### config.mk
export PLATFORM = sky130hd
export DESIGN_NAME = tag_check_unit
export DESIGN_NICKNAME = d
export VERILOG_FILES = /design/src/rtl/tag_check_pkg.sv /design/src/rtl/tag_ptr_decode.sv /design/src/rtl/tag_fault_policy.sv /design/src/rtl/tag_async_status.sv /design/src/rtl/tag_check_unit.sv
export SDC_FILE = /design/constraint.sdc
export NUM_CORES = 1
export LEC_CHECK = 0
export ABC_AREA = 1
export CELL_PAD_IN_SITES_DETAIL_PLACEMENT = 0
export CELL_PAD_IN_SITES_GLOBAL_PLACEMENT = 1
export CORE_AREA = 2 2 189 191
export DETAILED_ROUTE_END_ITERATION = 7
export DIE_AREA = 0 0 191 193
export DONT_BUFFER_PORTS = 1
export PLACE_DENSITY_LB_ADDON = 0.08
export SLEW_MARGIN = 10
export SYNTH_ARGS = -nofsm -noshare
export SYNTH_HDL_FRONTEND = slang
export SYNTH_SLANG_ARGS = --single-unit
### constraint.sdc
create_clock -name clk -period 4.3 [get_ports clk]
set_input_delay 0.86 -clock clk [delete_from_list [all_inputs] [get_ports clk]]
set_output_delay 0.86 -clock clk [all_outputs]
set_load 0.03 [all_outputs]
### src/rtl/tag_check_pkg.sv
package tag_check_pkg;
    localparam int ADDR_W    = 64;
    localparam int TAG_W     = 4;
    localparam int TAG_LSB   = 56;
    localparam int CARRY_BIT = 55;
    localparam int NUM_RANGE = 2;
    localparam int MODE_LSB      = 40;
    localparam int MODE_EL0_LSB  = 38;
    localparam int MODE_EL0_SRC  = 1;
    localparam logic [5:0] FSC_TAG = 6'h11;

    typedef enum logic [1:0] {
        FM_IGNORE = 2'd0,
        FM_SYNC   = 2'd1,
        FM_ASYNC  = 2'd2,
        FM_RSVD   = 2'd3
    } fault_mode_e;

    typedef struct packed {
        logic [ADDR_W-1:0] clean;
        logic              sel;
        logic              strip;
        logic [TAG_W-1:0]  ptag;
    } decode_t;

    function automatic logic [TAG_W-1:0] logical_tag(input logic [ADDR_W-1:0] p);
        logic [TAG_W-1:0] field;
        field = p[TAG_LSB +: TAG_W];
        return field + {{(TAG_W-1){1'b0}}, p[CARRY_BIT]};
    endfunction
endpackage

### src/rtl/tag_ptr_decode.sv
module tag_ptr_decode
    import tag_check_pkg::*;
(
    input  logic [ADDR_W-1:0] ptr,
    input  logic              dual,
    input  logic [1:0]        tbi_en,
    output decode_t           dec
);
    localparam int HI_W = ADDR_W - TAG_LSB;

    always_comb begin
        dec.ptag  = logical_tag(ptr);
        dec.sel   = dual ? ptr[CARRY_BIT] : 1'b0;
        dec.strip = dual ? tbi_en[dec.sel] : 1'b1;
        if (!dual)
            dec.clean = {{HI_W{1'b0}}, ptr[TAG_LSB-1:0]};
        else if (dec.strip)
            dec.clean = {{HI_W{ptr[CARRY_BIT]}}, ptr[TAG_LSB-1:0]};
        else
            dec.clean = ptr;
    end
endmodule

### src/rtl/tag_fault_policy.sv
module tag_fault_policy
    import tag_check_pkg::*;
#(
    parameter int NUM_LVL = 4,
    parameter int CTL_W   = 64,
    localparam int LVL_W  = $clog2(NUM_LVL)
) (
    input  logic [LVL_W-1:0]       level,
    input  logic [NUM_LVL*CTL_W-1:0] ctl,
    input  logic                   strip,
    input  logic [TAG_W-1:0]       ptag,
    input  logic                   zero_exempt,
    input  logic                   tag_hit,
    input  logic [TAG_W-1:0]       mem_tag,
    output fault_mode_e            mode,
    output logic                   sync_fault,
    output logic                   async_set
);
    logic checked, mismatch;

    always_comb begin
        if (level == '0)
            mode = fault_mode_e'(ctl[MODE_EL0_SRC*CTL_W + MODE_EL0_LSB +: 2]);
        else
            mode = fault_mode_e'(ctl[int'(level)*CTL_W + MODE_LSB +: 2]);
        checked    = strip && tag_hit && !(zero_exempt && ptag == '0);
        mismatch   = checked && (ptag != mem_tag);
        sync_fault = mismatch && (mode == FM_SYNC);
        async_set  = mismatch && (mode == FM_ASYNC);
    end
endmodule

### src/rtl/tag_async_status.sv
module tag_async_status
    import tag_check_pkg::*;
#(
    parameter int NUM_LVL = 4,
    localparam int LVL_W  = $clog2(NUM_LVL),
    localparam int FLAG_W = NUM_LVL * NUM_RANGE
) (
    input  logic                 clk,
    input  logic                 rst,
    input  logic                 set_en,
    input  logic [LVL_W-1:0]     set_level,
    input  logic                 set_sel,
    input  logic                 clr_valid,
    input  logic [LVL_W-1:0]     clr_level,
    input  logic [NUM_RANGE-1:0] clr_mask,
    output logic [FLAG_W-1:0]    flags
);
    logic [FLAG_W-1:0] set_vec, clr_vec;

    for (genvar l = 0; l < NUM_LVL; l++) begin : g_lvl
        for (genvar r = 0; r < NUM_RANGE; r++) begin : g_rng
            assign set_vec[l*NUM_RANGE+r] = set_en && (set_level == LVL_W'(l)) && (set_sel == r[0]);
            assign clr_vec[l*NUM_RANGE+r] = clr_valid && (clr_level == LVL_W'(l)) && clr_mask[r];
        end
    end

    always_ff @(posedge clk) begin
        if (rst) flags <= '0;
        else     flags <= (flags & ~clr_vec) | set_vec;
    end

    for (genvar i = 0; i < FLAG_W; i++) begin : g_chk

        flag_set_chk: assert property (@(posedge clk) disable iff (rst)
            set_vec[i] |=> flags[i]);

        flag_drop_chk: assert property (@(posedge clk) disable iff (rst)
            $fell(flags[i]) |-> $past(clr_vec[i]));
    end
endmodule

### src/rtl/tag_check_unit.sv
module tag_check_unit
    import tag_check_pkg::*;
#(
    parameter int NUM_LVL = 4,
    parameter int CTL_W   = 64,
    localparam int LVL_W  = $clog2(NUM_LVL),
    localparam int FLAG_W = NUM_LVL * NUM_RANGE
) (
    input  logic                     clk,
    input  logic                     rst,
    input  logic                     in_valid,
    input  logic [ADDR_W-1:0]        in_ptr,
    input  logic [LVL_W-1:0]         in_level,
    input  logic [NUM_RANGE-1:0]     in_tbi_en,
    input  logic                     in_zero_exempt,
    input  logic [NUM_LVL*CTL_W-1:0] in_ctl,
    input  logic                     in_tag_hit,
    input  logic [TAG_W-1:0]         in_mem_tag,
    input  logic                     clr_valid,
    input  logic [LVL_W-1:0]         clr_level,
    input  logic [NUM_RANGE-1:0]     clr_mask,
    output logic                     out_valid,
    output logic [ADDR_W-1:0]        out_addr,
    output logic                     out_fault,
    output logic [5:0]               out_fsc,
    output logic [ADDR_W-1:0]        out_far,
    output logic [FLAG_W-1:0]        async_flags
);
    decode_t     dec;
    fault_mode_e mode;
    logic        sync_fault, async_set, dual;

    assign dual = (in_level < LVL_W'(2));

    tag_ptr_decode u_decode (
        .ptr    (in_ptr),
        .dual   (dual),
        .tbi_en (in_tbi_en),
        .dec    (dec)
    );

    tag_fault_policy #(.NUM_LVL(NUM_LVL), .CTL_W(CTL_W)) u_policy (
        .level       (in_level),
        .ctl         (in_ctl),
        .strip       (dec.strip),
        .ptag        (dec.ptag),
        .zero_exempt (in_zero_exempt),
        .tag_hit     (in_tag_hit),
        .mem_tag     (in_mem_tag),
        .mode        (mode),
        .sync_fault  (sync_fault),
        .async_set   (async_set)
    );

    tag_async_status #(.NUM_LVL(NUM_LVL)) u_status (
        .clk       (clk),
        .rst       (rst),
        .set_en    (in_valid && async_set),
        .set_level (in_level),
        .set_sel   (dec.sel),
        .clr_valid (clr_valid),
        .clr_level (clr_level),
        .clr_mask  (clr_mask),
        .flags     (async_flags)
    );

    always_ff @(posedge clk) begin
        if (rst) begin
            out_valid <= 1'b0;
            out_addr  <= '0;
            out_fault <= 1'b0;
            out_fsc   <= '0;
            out_far   <= '0;
        end else begin
            out_valid <= in_valid;
            out_fault <= in_valid && sync_fault;
            out_fsc   <= (in_valid && sync_fault) ? FSC_TAG : '0;
            out_far   <= (in_valid && sync_fault) ? in_ptr : '0;
            if (in_valid) out_addr <= dec.clean;
        end
    end


    valid_lat_chk: assert property (@(posedge clk) disable iff (rst)
        in_valid |=> out_valid);

    fault_valid_chk: assert property (@(posedge clk) disable iff (rst)
        out_fault |-> out_valid);

    fault_code_chk: assert property (@(posedge clk) disable iff (rst)
        out_fault |-> (out_fsc == 6'h11));

    no_storage_chk: assert property (@(posedge clk) disable iff (rst)
        (in_valid && !in_tag_hit) |=> !out_fault);

    high_zext_chk: assert property (@(posedge clk) disable iff (rst)
        (in_valid && in_level >= LVL_W'(2)) |=> (out_addr[ADDR_W-1:TAG_LSB] == '0));

    low_sext_chk: assert property (@(posedge clk) disable iff (rst)
        (in_valid && in_level < LVL_W'(2) && in_tbi_en[in_ptr[CARRY_BIT]])
        |=> (out_addr[ADDR_W-1:TAG_LSB] == {(ADDR_W-TAG_LSB){$past(in_ptr[CARRY_BIT])}}));
endmodule

==> results.ini, run 1 <==
[run_status]
outcome = finished clean

[setup_path]
worstPathArrival_ns = 3.00
r2r_start = out_addr[0]$_SDFFE_PP0P_
worst_ep_required_time_ns = 4.66
end_kind = register
critPathMaxStageDelay_ns = 0.46
worst_setup_path_start_kind = input pin
crit_start = in_ptr[55]
path_cells = ha_1, ha_1, nor2_1, nand2_1, nor2_1, a21oi_1, nand2_1, nor2_2, nand3_4, buf_12, nor2_2
worst_path_dominant_cell_family = simple AND/OR/NAND/NOR gates
cpMaxStageDelayCell = nand3_4
crit_fanout = 39
crit_type = input pin to register
cp_num_buf_inv = 1

[placed_design]
hpwl_um = 11900
place.port_buffers = 0
placed_area_um2 = 5200
gp_congestion = 0.718
dp.cells = 972

[detailed_routing]
dr.pass1.iters = 4
drt-initial-drc-count = 156
totalWireLength_um = 16700
drt-wirelength-per-cell_um = 16.7
ant_nets = 0
drcViolationCount = 0
viasPerCell = 3.44
vias = 3447

[synthesis]
synth-seq-area-share_pct = 57.5
synth_warnings = 0
synth_area_leaders = dfxtp_1 58%, a21oi_1 7.4%, o21ai_0 7.4%
synth.largest_area_cell = dfxtp_1
ys_ff_latch = 138
netlist.area_leader.share_pct = 57.5
syn_avg_cell_area_um2 = 8.88
synthDistinctLibCells = 25
synth.cell_area_um2 = 4800
synthCells = 541

[power]
ir_drop_mv = 0.260
power_frac_clock_pct = 48.1
p_comb_share_pct = 4.3
p_switching_mw = 0.799
power_density_nw_per_um2 = 530
p_int_mw = 2.26
netSwitchingFraction_pct = 26.1
power_mw = 3.06
seqPwrFrac_pct = 47.6
static-leakage-power_nw = 2.34

[floorplanning]
core_um2 = 35000
start_util_pct = 13.7
num_io_pins = 482
dieArea_um2 = 36900
die_width_um = 191
die_h_um = 193
std_cell_rows = 69

[sta]
maxSlewHeadroom_pct = 41.6
worst_pin_slew_ns = 0.874
maxSlewViolCount = 0
min_period_ns = 2.64
skew_ns = 0
setup_viol = 0
fin_crit_sh_pct = 61.3
finalHoldViolations = 0
tns_ns = 0
rsz0062_at_grt = false
clock.fmax_ghz = 0.379

[clocking]
h-tree-depth = 4
cts-root-buf = clkbuf_16
cts_sinks = 138
cts_buffers = 17
cts.clk_slew.worst_paths_ns = 0.06
cts_tree = yes
cts.hold.buffers_added = 0
insertion_delay_ns = 0.42
ctsResizeCount = 0
cts.path.max_buffers = 2
cts_setup_buffers = 0

[finish]
fin_nets = 870
finalNonFillerCells = 1002
antenna-diode-count = 0
syn_to_final_growth_pct = 20.2
drive_gt1_share_pct = 16.5
final_cell_area_um2 = 5770
final_core_util_pct = 16.5

[global_routing]
grt_pass1_vias = 3415
antenna_found_initial = 1
grt_pass1_wl_um = 22900
grt_use_total_pct = 8.92
grt_max_degree = 119
overflow = 0

[min_path]
hold_class = input pin to register
hold_start = rst

[run]
cap_viol_max_count = 0

==> worst register-to-register path: stages, from the launching register on <==
cell	delay (ns)
dfxtp_1	0.59
o21ai_0	0.16
a21oi_1	0.14
==> stage by stage <==
| step | setup slack (ns) | hold slack (ns) |
|---|---|---|
| 2_1_floorplan | 1.87 | 0.581 |
| 3_3_place_gp | 1.12 | 0.605 |
| 3_5_place_dp | 1.08 | 0.615 |
| 4_1_cts | 1.56 | 0.448 |
| 5_1_grt | 1.47 | 0.454 |
| 6_report | 1.66 | 0.491 |
==> routing by layer <==
layer | vias to the layer above | GRT usage (%) | wire length, um | part of all wire [%]
li1 | 1695 | - | - | -
met1 | 1580 | 9.73 | 6760 | 41
met2 | 154 | 13.8 | 7730 | 46
met3 | 16 | 5.47 | 1950 | 12
met4 | 2 | 4.03 | 235 | 1.4
met5 | - | 0 | 8 | 0.048
==> synth_stat cells, drive strengths merged <==
cell type	instances
o21ai	71
clkinv	1
a21oi	71
buf	16
and3	1
dfxtp	138
nand3	27
nor2	76
or2	2
xnor2	1
conb	1
nand4	2
inv	79
ha	2
clkbuf	19
nand2	33
o211ai	1
==> worst paths after layout <==
kind / slack [ns] / to / depth (start not counted)
worst max-delay path: 1.66 / out_far[28]$_SDFF_PP0_ / 11
worst min-delay path: 0.49 / out_addr[62]$_SDFFE_PP0P_ / 1
worst max register to register: 3.35 / out_addr[0]$_SDFFE_PP0P_ / 2
worst min register to register: 0.61 / u_status.flags[7]$_SDFF_PP0_ / 2
==> power by group through the flow <==
stage	registers [mW]	logic (mW)	clock network, mW
2_1_floorplan	1.47	0.126	0
3_3_place_gp	1.49	0.132	0
3_5_place_dp	1.49	0.134	0
4_1_cts	1.46	0.135	1.55
5_1_grt	1.47	0.151	1.60
6_report	1.46	0.130	1.47
==> cells by family after synthesis <==
family | Yosys count | share of synthesized area [%]
flip-flops | 138 | 57.5
AND/OR/NAND/NOR | 141 | 15.8
buffers and inverters | 115 | 10.9
XOR/XNOR | 1 | 0.182
AO/OA/AOI/OAI | 143 | 15.0
other | 1 | 0.0781
adder cells (fa/ha/maj) | 2 | 0.521
==> cells in the final DEF (no fill, tap or decap), drive strengths merged <==
cell        n
nor2       76
a21oi      71
xnor2       1
ha          2
o211ai      1
nand4       2
o21ai      71
dfxtp     138
or2         2
clkinvlp    1
clkbuf     24
buf         2
nand3      27
nand2      33
conb        4
and3        1
inv        79
clkinv      4
bufinv      2
==> state kept, by name (all words and copies together) (netlist names) <==
name,flops
u_status.flags,8
out_far,64
out_fsc,1
out_addr,64
out_valid,1
==> layout make-up <==
type | count | area [um^2]
Clock buffer | 24 | 482
Clock inverter | 6 | 90.1
Fill cell | 3953 | 29200
Inverter | 80 | 300
Multi-Input combinational cell | 291 | 1540
Sequential cell | 138 | 2760
Tap cell | 461 | 577
Timing Repair Buffer | 2 | 27.5
(Power assumes the default switching activity.)
==> inputs of run 2 (changes only) <==
==> constraint.sdc (replaced) <==
create_clock -name clk -period 2.3 [get_ports clk]
set_input_delay 0.46 -clock clk [delete_from_list [all_inputs] [get_ports clk]]
set_output_delay 0.46 -clock clk [all_outputs]
set_load 0.03 [all_outputs]
==> run 2 against run 1 <==
Effect of this change: sequential cell count unchanged; global-route usage increased by 0.28 points; total power increased by 89%; largest power group unchanged; clock-buffer cell count increased by 1; first-iteration DRC count decreased by 14%; critical path depth unchanged; wire length increased by 1.7%; core utilization increased by 0.28 points; combinational power increased by 94%; clock power increased by 91%.
==> results.ini, run 2 (synthesized netlist as in run 1, its figures left out) <==
[run_status]
outcome = finished clean

[min_path]
hold_class = input pin to register

[finish]
fillCellCount = 3972
fin_nets = 875
final_cell_area_um2 = 5870
syn_to_final_growth_pct = 22.2
multiInputGateArea_um2 = 1540
largest_registers = out_addr x64, out_far x64, u_status.flags x8
final_core_util_pct = 16.8
drive_gt1_share_pct = 18.1
regArea_um2 = 2760
mostFrequentLayoutCells = 138 x dfxtp_1, 72 x inv_1, 71 x a21oi_1, 71 x o21ai_0, 43 x nor2_2
final_common_cell = dfxtp_1

[clocking]
cts-root-buf = clkbuf_16
ctsResizeCount = 0
cts.hold.buffers_added = 0
cts_setup_buffers = 0
h-tree-depth = 4
cts.path.max_buffers = 2
cts.clk_slew.worst_paths_ns = 0.06
insertion_delay_ns = 0.43
cts_buffers = 17
cts_sinks = 138
cts_tree = yes

[placed_design]
placed_area_um2 = 5270
place.port_buffers = 0
hpwl_um = 12400
pre_cts_ws_ns = 0.0190
gp_congestion = 0.722

[global_routing]
grt_max_degree = 119
grt_pass1_vias = 3554
grt_pass1_wl_um = 24000
overflow = 0
grt_use_total_pct = 9.19
antenna_found_initial = 1

[detailed_routing]
drt-initial-drc-count = 134
vias = 3505
ant_nets = 0
totalWireLength_um = 17000
viasPerCell = 3.47
drcViolationCount = 0
drt-wirelength-per-cell_um = 16.8
dr.pass1.iters = 4

[setup_path]
worst_ep_required_time_ns = 2.66
worst_path_dominant_cell_family = simple AND/OR/NAND/NOR gates
crit_fanout = 30
end_kind = register
path_cells = ha_1, ha_1, nor2_1, nand2_1, nor2_1, a21oi_1, nand2_1, nor2_2, nand3_4, buf_12, nor2_2
critPathMaxStageDelay_ns = 0.31
crit_type = input pin to register
reg2reg_slack_ns = 1.33
cp_num_buf_inv = 1
worstPathArrival_ns = 2.13
cpMaxStageDelayCell = ha_1
worst_setup_path_start_kind = input pin

[sta]
finalHoldViolations = 0
skew_ns = 0
fin_ws_ns = 0.536
tns_ns = 0
min_period_ns = 1.76
rsz0062_at_grt = false
maxSlewViolCount = 0
setup_viol = 0
fin_crit_sh_pct = 76.7
clock.fmax_ghz = 0.567

[floorplanning]
start_util_pct = 13.7
std_cell_rows = 69
die_h_um = 193
num_io_pins = 482
die_width_um = 191
dieArea_um2 = 36900
core_um2 = 35000

[run]
cap_viol_max_count = 0

[power]
power_mw = 5.79
ir_drop_mv = 0.506
power_density_nw_per_um2 = 986
static-leakage-power_nw = 2.38

run 2: final timing paths:
| kind | end | start | depth (start not counted) |
|---|---|---|---|
| hold / removal | out_addr[62]$_SDFFE_PP0P_ | rst | 1 |
| hold reg to reg | u_status.flags[7]$_SDFF_PP0_ | u_status.flags[7]$_SDFF_PP0_ | 2 |
| setup / recovery | out_far[2]$_SDFF_PP0_ | in_ptr[55] | 11 |
| setup reg to reg | out_addr[0]$_SDFFE_PP0P_ | out_addr[0]$_SDFFE_PP0P_ | 2 |
run 2: routing by layer:
layer / routed length, um / vias to the layer above / global-route usage (%) / part of all wire, %
li1: - / 1702 / - / -
met1: 6950 / 1626 / 10.2 / 41
met2: 7800 / 156 / 14.1 / 46
met3: 1950 / 19 / 5.72 / 11
met4: 275 / 2 / 3.76 / 1.6
met5: 10 / - / 0 / 0.059
run 2: report_power, final:
part           total [mW]  internal, mW  switching, mW
Sequential           2.73          2.48          0.247
Clock                2.81          1.70           1.11
Combinational       0.252        0.0832          0.168
Total                5.79          4.26           1.53
run 2: layout make-up:
type                       instances  area share [%]
tap                              461            9.83
antenna                            1          0.0426
timing repair buffer               7            1.53
multi-input combinational        291            26.2
clock buffer                      25            8.95
inverter                          80            5.12
clock inverter                     7            1.32
sequential                       138            47.1
run 2: stage by stage:
stage                     hold slack [ns]  std cells
after floorplan                     0.572        544
after global placement              0.534        977
after detailed placement            0.536        977
after CTS                          0.0487       1009
after global routing               0.0446       1009
final                              0.0890       1010
run 2: worst register-to-register path, stage by stage (launching register included):
cell and delay (ns):
dfxtp_1 0.62, o21ai_0 0.17, a21oi_1 0.12
==> inputs of run 3 (changes only) <==
==> constraint.sdc (replaced) <==
create_clock -name clk -period 1.55 [get_ports clk]
set_input_delay 0.31 -clock clk [delete_from_list [all_inputs] [get_ports clk]]
set_output_delay 0.31 -clock clk [all_outputs]
set_load 0.03 [all_outputs]
==> run 3 against run 2 <==
Effect of this change: combinational power increased by 100%; final cell count increased by 4.4%; worst setup slack got worse by 0.43 ns; die area unchanged; sequential cell count unchanged; largest cell class unchanged.
==> results.ini, run 3 (synthesized netlist as in run 1, its figures left out) <==
[clocking]
cts_tree = yes
ctsResizeCount = 0
cts_sinks = 138
cts.clk_slew.worst_paths_ns = 0.07
cts-root-buf = clkbuf_16
insertion_delay_ns = 0.42
cts_buffers = 17
cts.path.max_buffers = 2
h-tree-depth = 4

[sta]
min_period_ns = 1.44
rsz0062_at_grt = false
maxSlewViolCount = 0
fin_ws_ns = 0.111
tns_ns = 0
maxSlewHeadroom_pct = 50.6
whs_ns = 0.0328
clock.fmax_ghz = 0.695
setup_viol = 0
skew_ns = 0
finalHoldViolations = 0
fin_crit_sh_pct = 92.8
worst_pin_slew_ns = 0.738

[finish]
drive_gt1_share_pct = 19.1
fin_nets = 920
final_common_cell = dfxtp_1
mostFrequentLayoutCells = 138 x dfxtp_1, 72 x inv_1, 71 x a21oi_1, 71 x o21ai_0, 43 x nor2_2
fillCellCount = 3919
largest_registers = out_addr x64, out_far x64, u_status.flags x8
antenna-diode-count = 0
syn_to_final_growth_pct = 32.1

[setup_path]
worstPathArrival_ns = 1.13
reg2reg_slack_ns = 0.62
critPathMaxStageDelay_ns = 0.44
cpMaxStageDelayCell = dfxtp_1
crit_end = out_fsc[0]
crit_start = out_fsc[0]$_SDFF_PP0_
worst_path_dominant_cell_family = flip-flops
r2r-end = u_status.flags[0]$_SDFF_PP0_
worst_ep_required_time_ns = 1.24
crit_type = register to primary output
cp_num_buf_inv = 1
path_depth = 1
end_kind = primary output
crit_fanout = 2
r2r_start = u_status.flags[0]$_SDFF_PP0_
r2r_cells = 2
worst_setup_path_start_kind = register
path_cells = buf_4

[detailed_routing]
totalWireLength_um = 16600
dr.pass1.iters = 4
drt-wirelength-per-cell_um = 15.8
drt-initial-drc-count = 85
ant_nets = 0
vias = 3706
viasPerCell = 3.52
drcViolationCount = 0

[global_routing]
grt_max_degree = 64
antenna_found_initial = 0
grt_pass1_vias = 3790
overflow = 0
grt_use_total_pct = 8.93
grt_pass1_wl_um = 24000

[power]
ir_drop_mv = 0.870
static-leakage-power_nw = 2.59
power_density_nw_per_um2 = 1390

[floorplanning]
dieArea_um2 = 36900
std_cell_rows = 69
num_io_pins = 482
core_um2 = 35000
die_h_um = 193
start_util_pct = 13.7
die_width_um = 191

[placed_design]
hpwl_um = 11100
place.port_buffers = 0
gp_congestion = 0.730
pre_cts_ws_ns = -0.348

[run]
cap_viol_max_count = 0

[min_path]
hold_class = input pin to register

[run_status]
outcome = finished clean

run 3: changes by cell type in the layout (fill, tap and decap cells not counted), sizes merged:
cell / change
buf: +12
bufinv: +2
clkbuf: -5
clkinv: +4
clkinvlp: -2
diode: -1
dlygate4sd3: +33
inv: +1
run 3: cell type report:
class                   instances  area (um^2)  area share, %
clock buffers                  20          447           7.04
clock inverters                12          165           2.60
inverters                      80          300           4.73
multi-input cells             291         1560           24.6
flip-flops and latches        138         2760           43.5
well taps                     461          577           9.09
repair buffers                 52          531           8.36
run 3: worst min path at each step:
stage,end,start,cells past startpoint
floorplan,out_far[57]$_SDFF_PP0_,in_ptr[57],2
global placement,out_addr[61]$_SDFFE_PP0P_,rst,1
finish,out_far[25]$_SDFF_PP0_,in_ptr[25],2
CTS,out_far[25]$_SDFF_PP0_,in_ptr[25],2
global route,out_far[25]$_SDFF_PP0_,in_ptr[25],2
detailed placement,out_addr[60]$_SDFFE_PP0P_,rst,1
run 3: repair_timing:
action | CTS | global route
setup endpoints to repair | 0 | 0
hold endpoints to repair | 104 | 0
hold buffers | 34 | 0
buffers inserted | 0 | 0
run 3: metal layers:
layer	share of wire [%]	track usage, %	vias up
li1	-	-	1790
met1	41	10.0	1741
met3	11	5.00	11
met4	1.3	3.34	0
met2	46	14.1	164
met5	0	0	-
run 3: where the power goes:
| group | switching, mW | total, mW | internal (mW) | leakage [nW] |
|---|---|---|---|---|
| Combinational | 0.301 | 0.512 | 0.210 | 1.17 |
| Clock | 1.69 | 4.29 | 2.60 | 0.293 |
| Sequential | 0.361 | 4.04 | 3.68 | 1.13 |
| Total | 2.35 | 8.84 | 6.49 | 2.59 |
run 3: per-stage QoR:
step	power [mW]	std cells	util, %	instance area (um^2)
floorplan	4.43	544	-	4850
global placement	4.54	988	15.4	5380
detailed placement	4.54	988	15.4	5380
CTS	9.08	1054	18.1	6340
global route	9.25	1054	18.1	6340
finish	8.84	1054	18.1	6340
